$ cat src/rtl/bus_idle_pkg.sv
package bus_idle_pkg;

  typedef enum logic [2:0] {
    ST_WAIT,
    ST_DEAD,
    ST_T1,
    ST_T2,
    ST_T3
  } busState_e;

  // strobes from control to datapath
  typedef struct packed {
    logic capture;   // latch request address into pending register
    logic loadNow;   // drive request address on the bus at once
    logic loadPend;  // drive pending address on the bus (leaving dead state)
    logic rdOn;
    logic wrOn;
    logic idleOn;
    logic doneOn;
  } dpCtl_t;

endpackage

$ cat src/rtl/bus_idle_ctrl.sv
module bus_idle_ctrl
  import bus_idle_pkg::*;
#(
  parameter int AREA_W = 3
) (
  input  logic              clk,
  input  logic              rstN,
  input  logic              cfgWe,
  input  logic [1:0]        cfgIn,
  input  logic              reqValid,
  input  logic [AREA_W-1:0] reqArea,
  input  logic              reqWrite,
  input  logic              reqDram,
  input  logic              reqThree,
  output logic              reqReady,
  output dpCtl_t            ctl
);

  busState_e state, stateNext;
  logic [1:0] cfgQ;

  // attributes of the most recently accepted cycle
  logic              curValid;
  logic [AREA_W-1:0] curArea;
  logic              curWrite;
  logic              curDram;
  logic              curThree;

  logic lastState;
  logic accept;
  logic needIdle;
  logic ruleArea, ruleDir;

  assign lastState = ((state == ST_T2) && !curThree) || (state == ST_T3);
  assign reqReady  = (state == ST_WAIT) || lastState;
  assign accept    = reqValid && reqReady;

  assign ruleArea = cfgQ[1] && !curWrite && !reqWrite && (curArea != reqArea);
  assign ruleDir  = cfgQ[0] && !curWrite && reqWrite;
  assign needIdle = curValid && (curDram || ruleArea || ruleDir);

  always_comb begin
    stateNext = state;
    unique case (state)
      ST_WAIT: if (accept) stateNext = needIdle ? ST_DEAD : ST_T1;
      ST_DEAD: stateNext = ST_T1;
      ST_T1:   stateNext = ST_T2;
      ST_T2: begin
        if (curThree)    stateNext = ST_T3;
        else if (accept) stateNext = needIdle ? ST_DEAD : ST_T1;
        else             stateNext = ST_WAIT;
      end
      ST_T3: begin
        if (accept) stateNext = needIdle ? ST_DEAD : ST_T1;
        else        stateNext = ST_WAIT;
      end
      default: stateNext = ST_WAIT;
    endcase
  end

  always_ff @(posedge clk or negedge rstN) begin
    if (!rstN) begin
      state    <= ST_WAIT;
      cfgQ     <= 2'b11;
      curValid <= 1'b0;
      curArea  <= '0;
      curWrite <= 1'b0;
      curDram  <= 1'b0;
      curThree <= 1'b0;
    end else begin
      state <= stateNext;
      if (cfgWe) cfgQ <= cfgIn;
      if (accept) begin
        curValid <= 1'b1;
        curArea  <= reqArea;
        curWrite <= reqWrite;
        curDram  <= reqDram;
        curThree <= reqThree;
      end
    end
  end

  always_comb begin
    ctl.capture  = accept;
    ctl.loadNow  = accept && !needIdle;
    ctl.loadPend = (state == ST_DEAD);
    ctl.rdOn     = ((state == ST_T2) || (state == ST_T3)) && !curWrite;
    ctl.wrOn     = ((state == ST_T2) || (state == ST_T3)) && curWrite;
    ctl.idleOn   = (state == ST_DEAD);
    ctl.doneOn   = lastState;
  end

endmodule

$ cat src/rtl/bus_idle_dp.sv
module bus_idle_dp
  import bus_idle_pkg::*;
#(
  parameter int ADDR_W = 16
) (
  input  logic              clk,
  input  logic              rstN,
  input  dpCtl_t            ctl,
  input  logic [ADDR_W-1:0] reqAddr,
  output logic [ADDR_W-1:0] busAddr,
  output logic              rdStrobe,
  output logic              wrStrobe,
  output logic              busIdle,
  output logic              cycleDone
);

  logic [ADDR_W-1:0] pendAddr;
  logic [ADDR_W-1:0] addrQ;

  always_ff @(posedge clk or negedge rstN) begin
    if (!rstN) begin
      pendAddr <= '0;
      addrQ    <= '0;
    end else begin
      if (ctl.capture)  pendAddr <= reqAddr;
      if (ctl.loadNow)       addrQ <= reqAddr;
      else if (ctl.loadPend) addrQ <= pendAddr;
    end
  end

  assign busAddr   = addrQ;
  assign rdStrobe  = ctl.rdOn;
  assign wrStrobe  = ctl.wrOn;
  assign busIdle   = ctl.idleOn;
  assign cycleDone = ctl.doneOn;

endmodule

$ cat src/rtl/bus_idle_inserter.sv
module bus_idle_inserter
  import bus_idle_pkg::*;
#(
  parameter int ADDR_W = 16,
  parameter int AREA_W = 3
) (
  input  logic              clk,
  input  logic              rstN,
  input  logic              cfgWe,
  input  logic [1:0]        cfgIn,
  input  logic              reqValid,
  output logic              reqReady,
  input  logic [ADDR_W-1:0] reqAddr,
  input  logic [AREA_W-1:0] reqArea,
  input  logic              reqWrite,
  input  logic              reqDram,
  input  logic              reqThree,
  output logic [ADDR_W-1:0] busAddr,
  output logic              rdStrobe,
  output logic              wrStrobe,
  output logic              busIdle,
  output logic              cycleDone
);

  dpCtl_t ctl;

  bus_idle_ctrl #(.AREA_W(AREA_W)) uCtrl (
    .clk(clk), .rstN(rstN), .cfgWe(cfgWe), .cfgIn(cfgIn),
    .reqValid(reqValid), .reqArea(reqArea), .reqWrite(reqWrite),
    .reqDram(reqDram), .reqThree(reqThree),
    .reqReady(reqReady), .ctl(ctl)
  );

  bus_idle_dp #(.ADDR_W(ADDR_W)) uDp (
    .clk(clk), .rstN(rstN), .ctl(ctl), .reqAddr(reqAddr),
    .busAddr(busAddr), .rdStrobe(rdStrobe), .wrStrobe(wrStrobe),
    .busIdle(busIdle), .cycleDone(cycleDone)
  );

endmodule

$ cat config.mk
export PLATFORM = sky130hd
export DESIGN_NAME = bus_idle_inserter
export DESIGN_NICKNAME = d
export VERILOG_FILES = /design/src/rtl/bus_idle_pkg.sv /design/src/rtl/bus_idle_ctrl.sv /design/src/rtl/bus_idle_dp.sv /design/src/rtl/bus_idle_inserter.sv
export SDC_FILE = /design/constraint.sdc
export NUM_CORES = 1
export LEC_CHECK = 0
export CORE_MARGIN = 3
export CORE_UTILIZATION = 49
export CTS_CLUSTER_SIZE = 24
export DETAILED_ROUTE_END_ITERATION = 8
export PLACE_DENSITY = 0.79
export SETUP_SLACK_MARGIN = 0.05
export SLEW_MARGIN = 5
export SYNTH_ARGS = -nofsm -noshare
export SYNTH_HDL_FRONTEND = slang
export SYNTH_SLANG_ARGS = --single-unit
$ cat constraint.sdc
create_clock -name clk -period 2.3 [get_ports clk]
set_input_delay 0.46 -clock clk [delete_from_list [all_inputs] [get_ports clk]]
set_output_delay 0.46 -clock clk [all_outputs]
set_load 0.05 [all_outputs]
* Yosys cells after proc, flatten, opt, wreduce, memory -nomap -nowiden
Index checks and enable logic that the tools add are counted.
** Storage, ports and cells
- Output and inout bits :: 21
- Bits of input ports :: 28
- Flip-flop bits (word level) :: 44
- Word-level logic and storage cells :: 44
** Operators by class
- Reduce and logical (&&, ||, !) cells :: 22
- Multiplexer cells :: 7
- Eq/ne operators :: 6
** Operators by type and width (number)
- 2-to-1 mux 16 bit :: 2
- one-hot mux 3 bit (5 select lines) :: 1
- logical AND 1 bit :: 11
- 2-to-1 mux 3 bit :: 3
- equality test 3 x 2 -> 1 bit (second input constant) :: 2
- logical OR 1 bit :: 5
- logical NOT 1 bit :: 4
- equality test 3 x 1 -> 1 bit (second input constant) :: 1
- equality test 3 bit (second input constant) :: 1
- logical NOT 3 bit :: 1
- inequality test 3 bit :: 1
- 2-to-1 mux 2 bit :: 1
- inequality test 2 x 1 -> 1 bit (second input constant) :: 1
- nonzero test 2 bit :: 1

* Logic depth before layout (Yosys ltp)
- Depth in word-level cells :: 11
- Mapped depth :: 7
- Depth with buffers taken out :: 5

* Cells and area by module
A second synthesis with hierarchy kept.
** Second synthesis, totals
- Cells, all modules :: 163
- Area total of the unflattened synthesis :: 2042.0 um^2
** By module, submodules not included
- bus_idle_dp :: area an instance 1425.1 um^2, cells each 107, sequential area each 800.8 um^2, times used 1
- bus_idle_ctrl :: area an instance 616.8 um^2, cells each 56, sequential area each 302.8 um^2, times used 1

* Worst setup path before layout
No wires, ideal clock.
- Path kind :: register -> output
- Start :: register uCtrl.state[1]
- End :: output port wrStrobe
- Data required time :: 1.840 ns
- Cell stages (with the launch flop) :: 4
- Buffers on the path :: 0
- Arrival :: 1.514 ns
- Slack :: 0.326 ns
- Cells stage by stage :: dfrtp_1 -> nor2_2 -> a22oi_1 -> nor2b_1
** Between the ends
- Word-level cells in the longest chain between the ends :: 3
- Elaborated cells between the ends (all ways) :: 4
- Those cells by class :: eq/ne: 2; reduce/logical: 2
** Ends and longest elaborated chain
- start, declared :: line bus_idle_ctrl.sv:19 : busState_e state, stateNext;
- start signal, assigned :: line bus_idle_ctrl.sv:71 : state <= stateNext;
- equality test 3 x 2 -> 1 bit or equality test 3 bit (tied branches) :: line bus_idle_ctrl.sv:88 : ctl.wrOn = ((state == ST_T2) || (state == ST_T3)) && curWrite;
- logical OR 1 bit (*) :: line bus_idle_ctrl.sv:88
- logical AND 1 bit (*) :: line bus_idle_ctrl.sv:88
- end, declared :: line bus_idle_inserter.sv:20 : output logic wrStrobe,
Mark *: on every way between the ends. The rest lies on a longest branch, timed or not.

* Worst setup path in the final report
Same ends and word-level chain as after synthesis.

==> summary.md <==
| Metric | Value |
|---|---|
| Async SR Flop Fraction | `between 90% and 100%` |
| Number of synthesized flops with an enable pin | `0` |
| RePlAce Congestion | `0.814` |
| Worst-skew pair later-pin latency | `a little under 0.3 ns` |
| Endpoints failing hold | `0` |
| Syn Inst Count | `~150` |
| Syn Nets | `175` |
| P&R area growth vs syn | `32.9%` |
| Setup CP Type | `flip-flop to output pin` |
| Initial core utilization | `between 50% and 60%` |
| CP Data Arrival Time | `1.64 ns` |
| Final setup vio count | `0` |
| DRC viols | `0` |
| Crit path launch type | `flip-flop` |
| Cts bufs inserted | `5` |
| Yosys warns | `0` |
| Cell taking the most area after synthesis | `dfrtp_1` |
| Count of pins over their slew limit | `0` |
| I/O Pins | `49` |
| Die H | `~70 um` |
| Count leader, synth | `dfrtp_1` |
| Via-to-Cell Ratio | `5.34` |
| Max incr delay on CP | `about 0.47 ns` |
| Chip Width | `approximately 70 um` |
| HPWL Detailed | `about 2900 um` |
| Layout cells sized above 1 | `between 30 and 40%` |
| Yosys top cell area share | `around 52%` |
| Avg Inst Size Synth | `roughly 14 um^2` |
| Largest net degree at the start of global routing | `45` |
| Count of different cell masters after synthesis | `36` |
| Initial antenna violation count | `0` |
| Post-CTS Setup Bufs | `0` |
| Core area | `approximately 3800 um^2` |
| Critical path, cell by cell | `nor2_2 > a22oi_1 > nor2b_1 > buf_12` |
| Ys flop type | `dfrtp_1` |
| Routed wire per std cell | `about 16 um` |
| Vias | `between 1000 and 1500` |
| WL final | `between 4000 and 5000 um` |
| Data required time at the worst endpoint | `between 1.5 and 2 ns` |
| Mapped cell area | `2000 um^2` |
| Final #Nets | `230` |
| Worst-margin pin slew | `between 0.5 and 0.6 ns` |
| CTS tree | `done` |
| Number of H-tree levels | `2` |
| Peak VDD IR | `approximately 700 uV` |
| Register area share after synthesis | `between 50% and 60%` |
| Power per cell area | `1580 nW/um^2` |
| Number of global-route vias before repair | `roughly 1500` |
| GR Util All Layers | `about 18%` |
| CTS sink count | `44` |
| Clock Tree Root | `clkbuf_8` |
| F_max | `about 0.48 GHz` |
| Number of diodes | `0` |
| Tmin final | `roughly 2.1 ns` |
| #FFs+latches synth | `44` |
| Full die area | `between 4000 and 5000 um^2` |
| RSZ-0062 raised after global routing | `no` |
| Status | `completed` |
| CTS Buffer Depth | `2` |
| Commonest cells in the netlist | `dfrtp_1, mux2_2, a21o_1, a22o_1` |
| Post-route ant nets | `0` |
| Max Cap Viol | `0` |
| CTS clk-pin slew, worst paths | `about 0.08 ns` |
| Period utilization | `about nine tenths` |
| Worst slew margin | `a little over three fifths` |
| Top post-synthesis cells by area | `dfrtp_1, mux2_2, a22o_1` |
| Leakage | `around 1.2 nW` |
| Post-layout power | `4.20 mW` |
| Slowest-stage cell, CP | `dfrtp_1` |
| DRT Pass-1 Iters | `4` |
| CP endpoint kind | `output pin` |
| Clock skew | `roughly 0.003 ns` |
| Row count | `22` |
| CP Max Fanout | `8` |
| Overflow after GRT | `0` |
| Port Buffers | `48` |
| Layout Utilization | `70.1%` |
| First-pass GRT wire length | `roughly 7000 um` |
| DRT iter0 DRCs | `63` |
| Worst hold path type | `primary input to asynchronous set/reset pin` |
[layout make-up]
type,count,area (um^2)
inverters,2,7.51
clock inverters,2,35.0
well taps,48,60.1
flip-flops and latches,44,1100
multi-input cells,94,842
clock buffers,6,72.6
repair buffers,55,541
fillers,271,1140
[report_power, final]
group	internal [mW]	switching (mW)
logic	0.980	1.25
clock network	0.322	0.257
registers	1.15	0.236
total	2.45	1.74
[cell usage in the layout, fill, tap and decap left out, types with 2 or more instances in the layout]
cell type,Yosys,routed
a21o_1,12,12
clkdlybuf4s50_1,0,42
nand2_2,5,5
nor2_1,3,2
buf_12,0,2
inv_1,2,2
mux2_2,24,24
nor2b_1,2,2
o21ai_1,2,2
dfrtp_1,42,42
nor3_1,2,2
xnor2_1,3,3
clkbuf_8,0,5
nand2_1,3,3
a22o_1,11,11
dfstp_2,2,2
buf_4,1,10
mux2i_1,5,5
o21ai_2,5,5
nor2_2,1,2
[sequential cells by signal, indices dropped and copies added (netlist names)]
name / cells
uCtrl.state: 3
uDp.busAddr: 16
uCtrl.curDram: 1
uCtrl.curThree: 1
uCtrl.curWrite: 1
uCtrl.cfgQ: 2
uDp.pendAddr: 16
uCtrl.curValid: 1
uCtrl.curArea: 3
[cell families (layout without fill, tap and decap cells)]
family / after synthesis / after routing / synth area share (%)
flip-flops: 44 / 44 / 55.1
AO/OA/AOI/OAI: 38 / 38 / 17.0
multiplexers: 29 / 29 / 16.0
AND/OR/NAND/NOR: 24 / 24 / 7.56
buffers and inverters: 9 / 65 / 3.06
XOR/XNOR: 3 / 3 / 1.31
[metrics by stage]
step | setup TNS (ns) | setup slack, ns | area [um^2] | hold slack (ns) | cells
finish | 0 | 0.197 | 2660 | 0.230 | 251
global route | 0 | 0.0510 | 2660 | 0.278 | 251
CTS | 0 | 0.119 | 2660 | 0.247 | 251
detailed placement | -1.98 | -0.193 | 2550 | 0.465 | 243
global placement | -0.716 | -0.0664 | 2550 | 0.458 | 243
floorplan | 0 | 0.326 | 2000 | 0.164 | 147
[worst paths after layout]
check / slack [ns] / from / cells past startpoint / end
worst max-delay path: 0.20 / uCtrl.state[1] / 4 / wrStrobe
worst min-delay path: 0.23 / rstN / 2 / uCtrl.curArea[1]
worst max register to register: 0.43 / uCtrl.cfgQ[1] / 6 / uDp.busAddr[7]
worst min register to register: 0.48 / uDp.busAddr[4] / 1 / uDp.busAddr[4]
max in group asynchronous: 1.68 / rstN / 2 / uDp.pendAddr[3]
min in group clk: 0.48 / uDp.busAddr[4] / 1 / uDp.busAddr[4]
[metal layers]
metal	share of wire [%]	track usage, %	vias up
li1	-	-	638
met1	46	24.1	666
met2	49	29.0	31
met3	4.1	4.89	5
met4	1.1	4.68	0
met5	0	0	-
[repair_timing]
item                       4_1_cts  5_1_grt
setup endpoints to repair        0       12
gates resized for setup          0        2
hold buffers                     0        0
[critical path: cells and delay by family, from the launching register on]
family | cells | cell delay (ns)
buffers and inverters | 1 | 0.17
DFF | 1 | 0.47
and+or+nand+nor | 2 | 0.54
AOI/OAI and AO/OA | 1 | 0.17
Power figures use the tool's default switching activity.
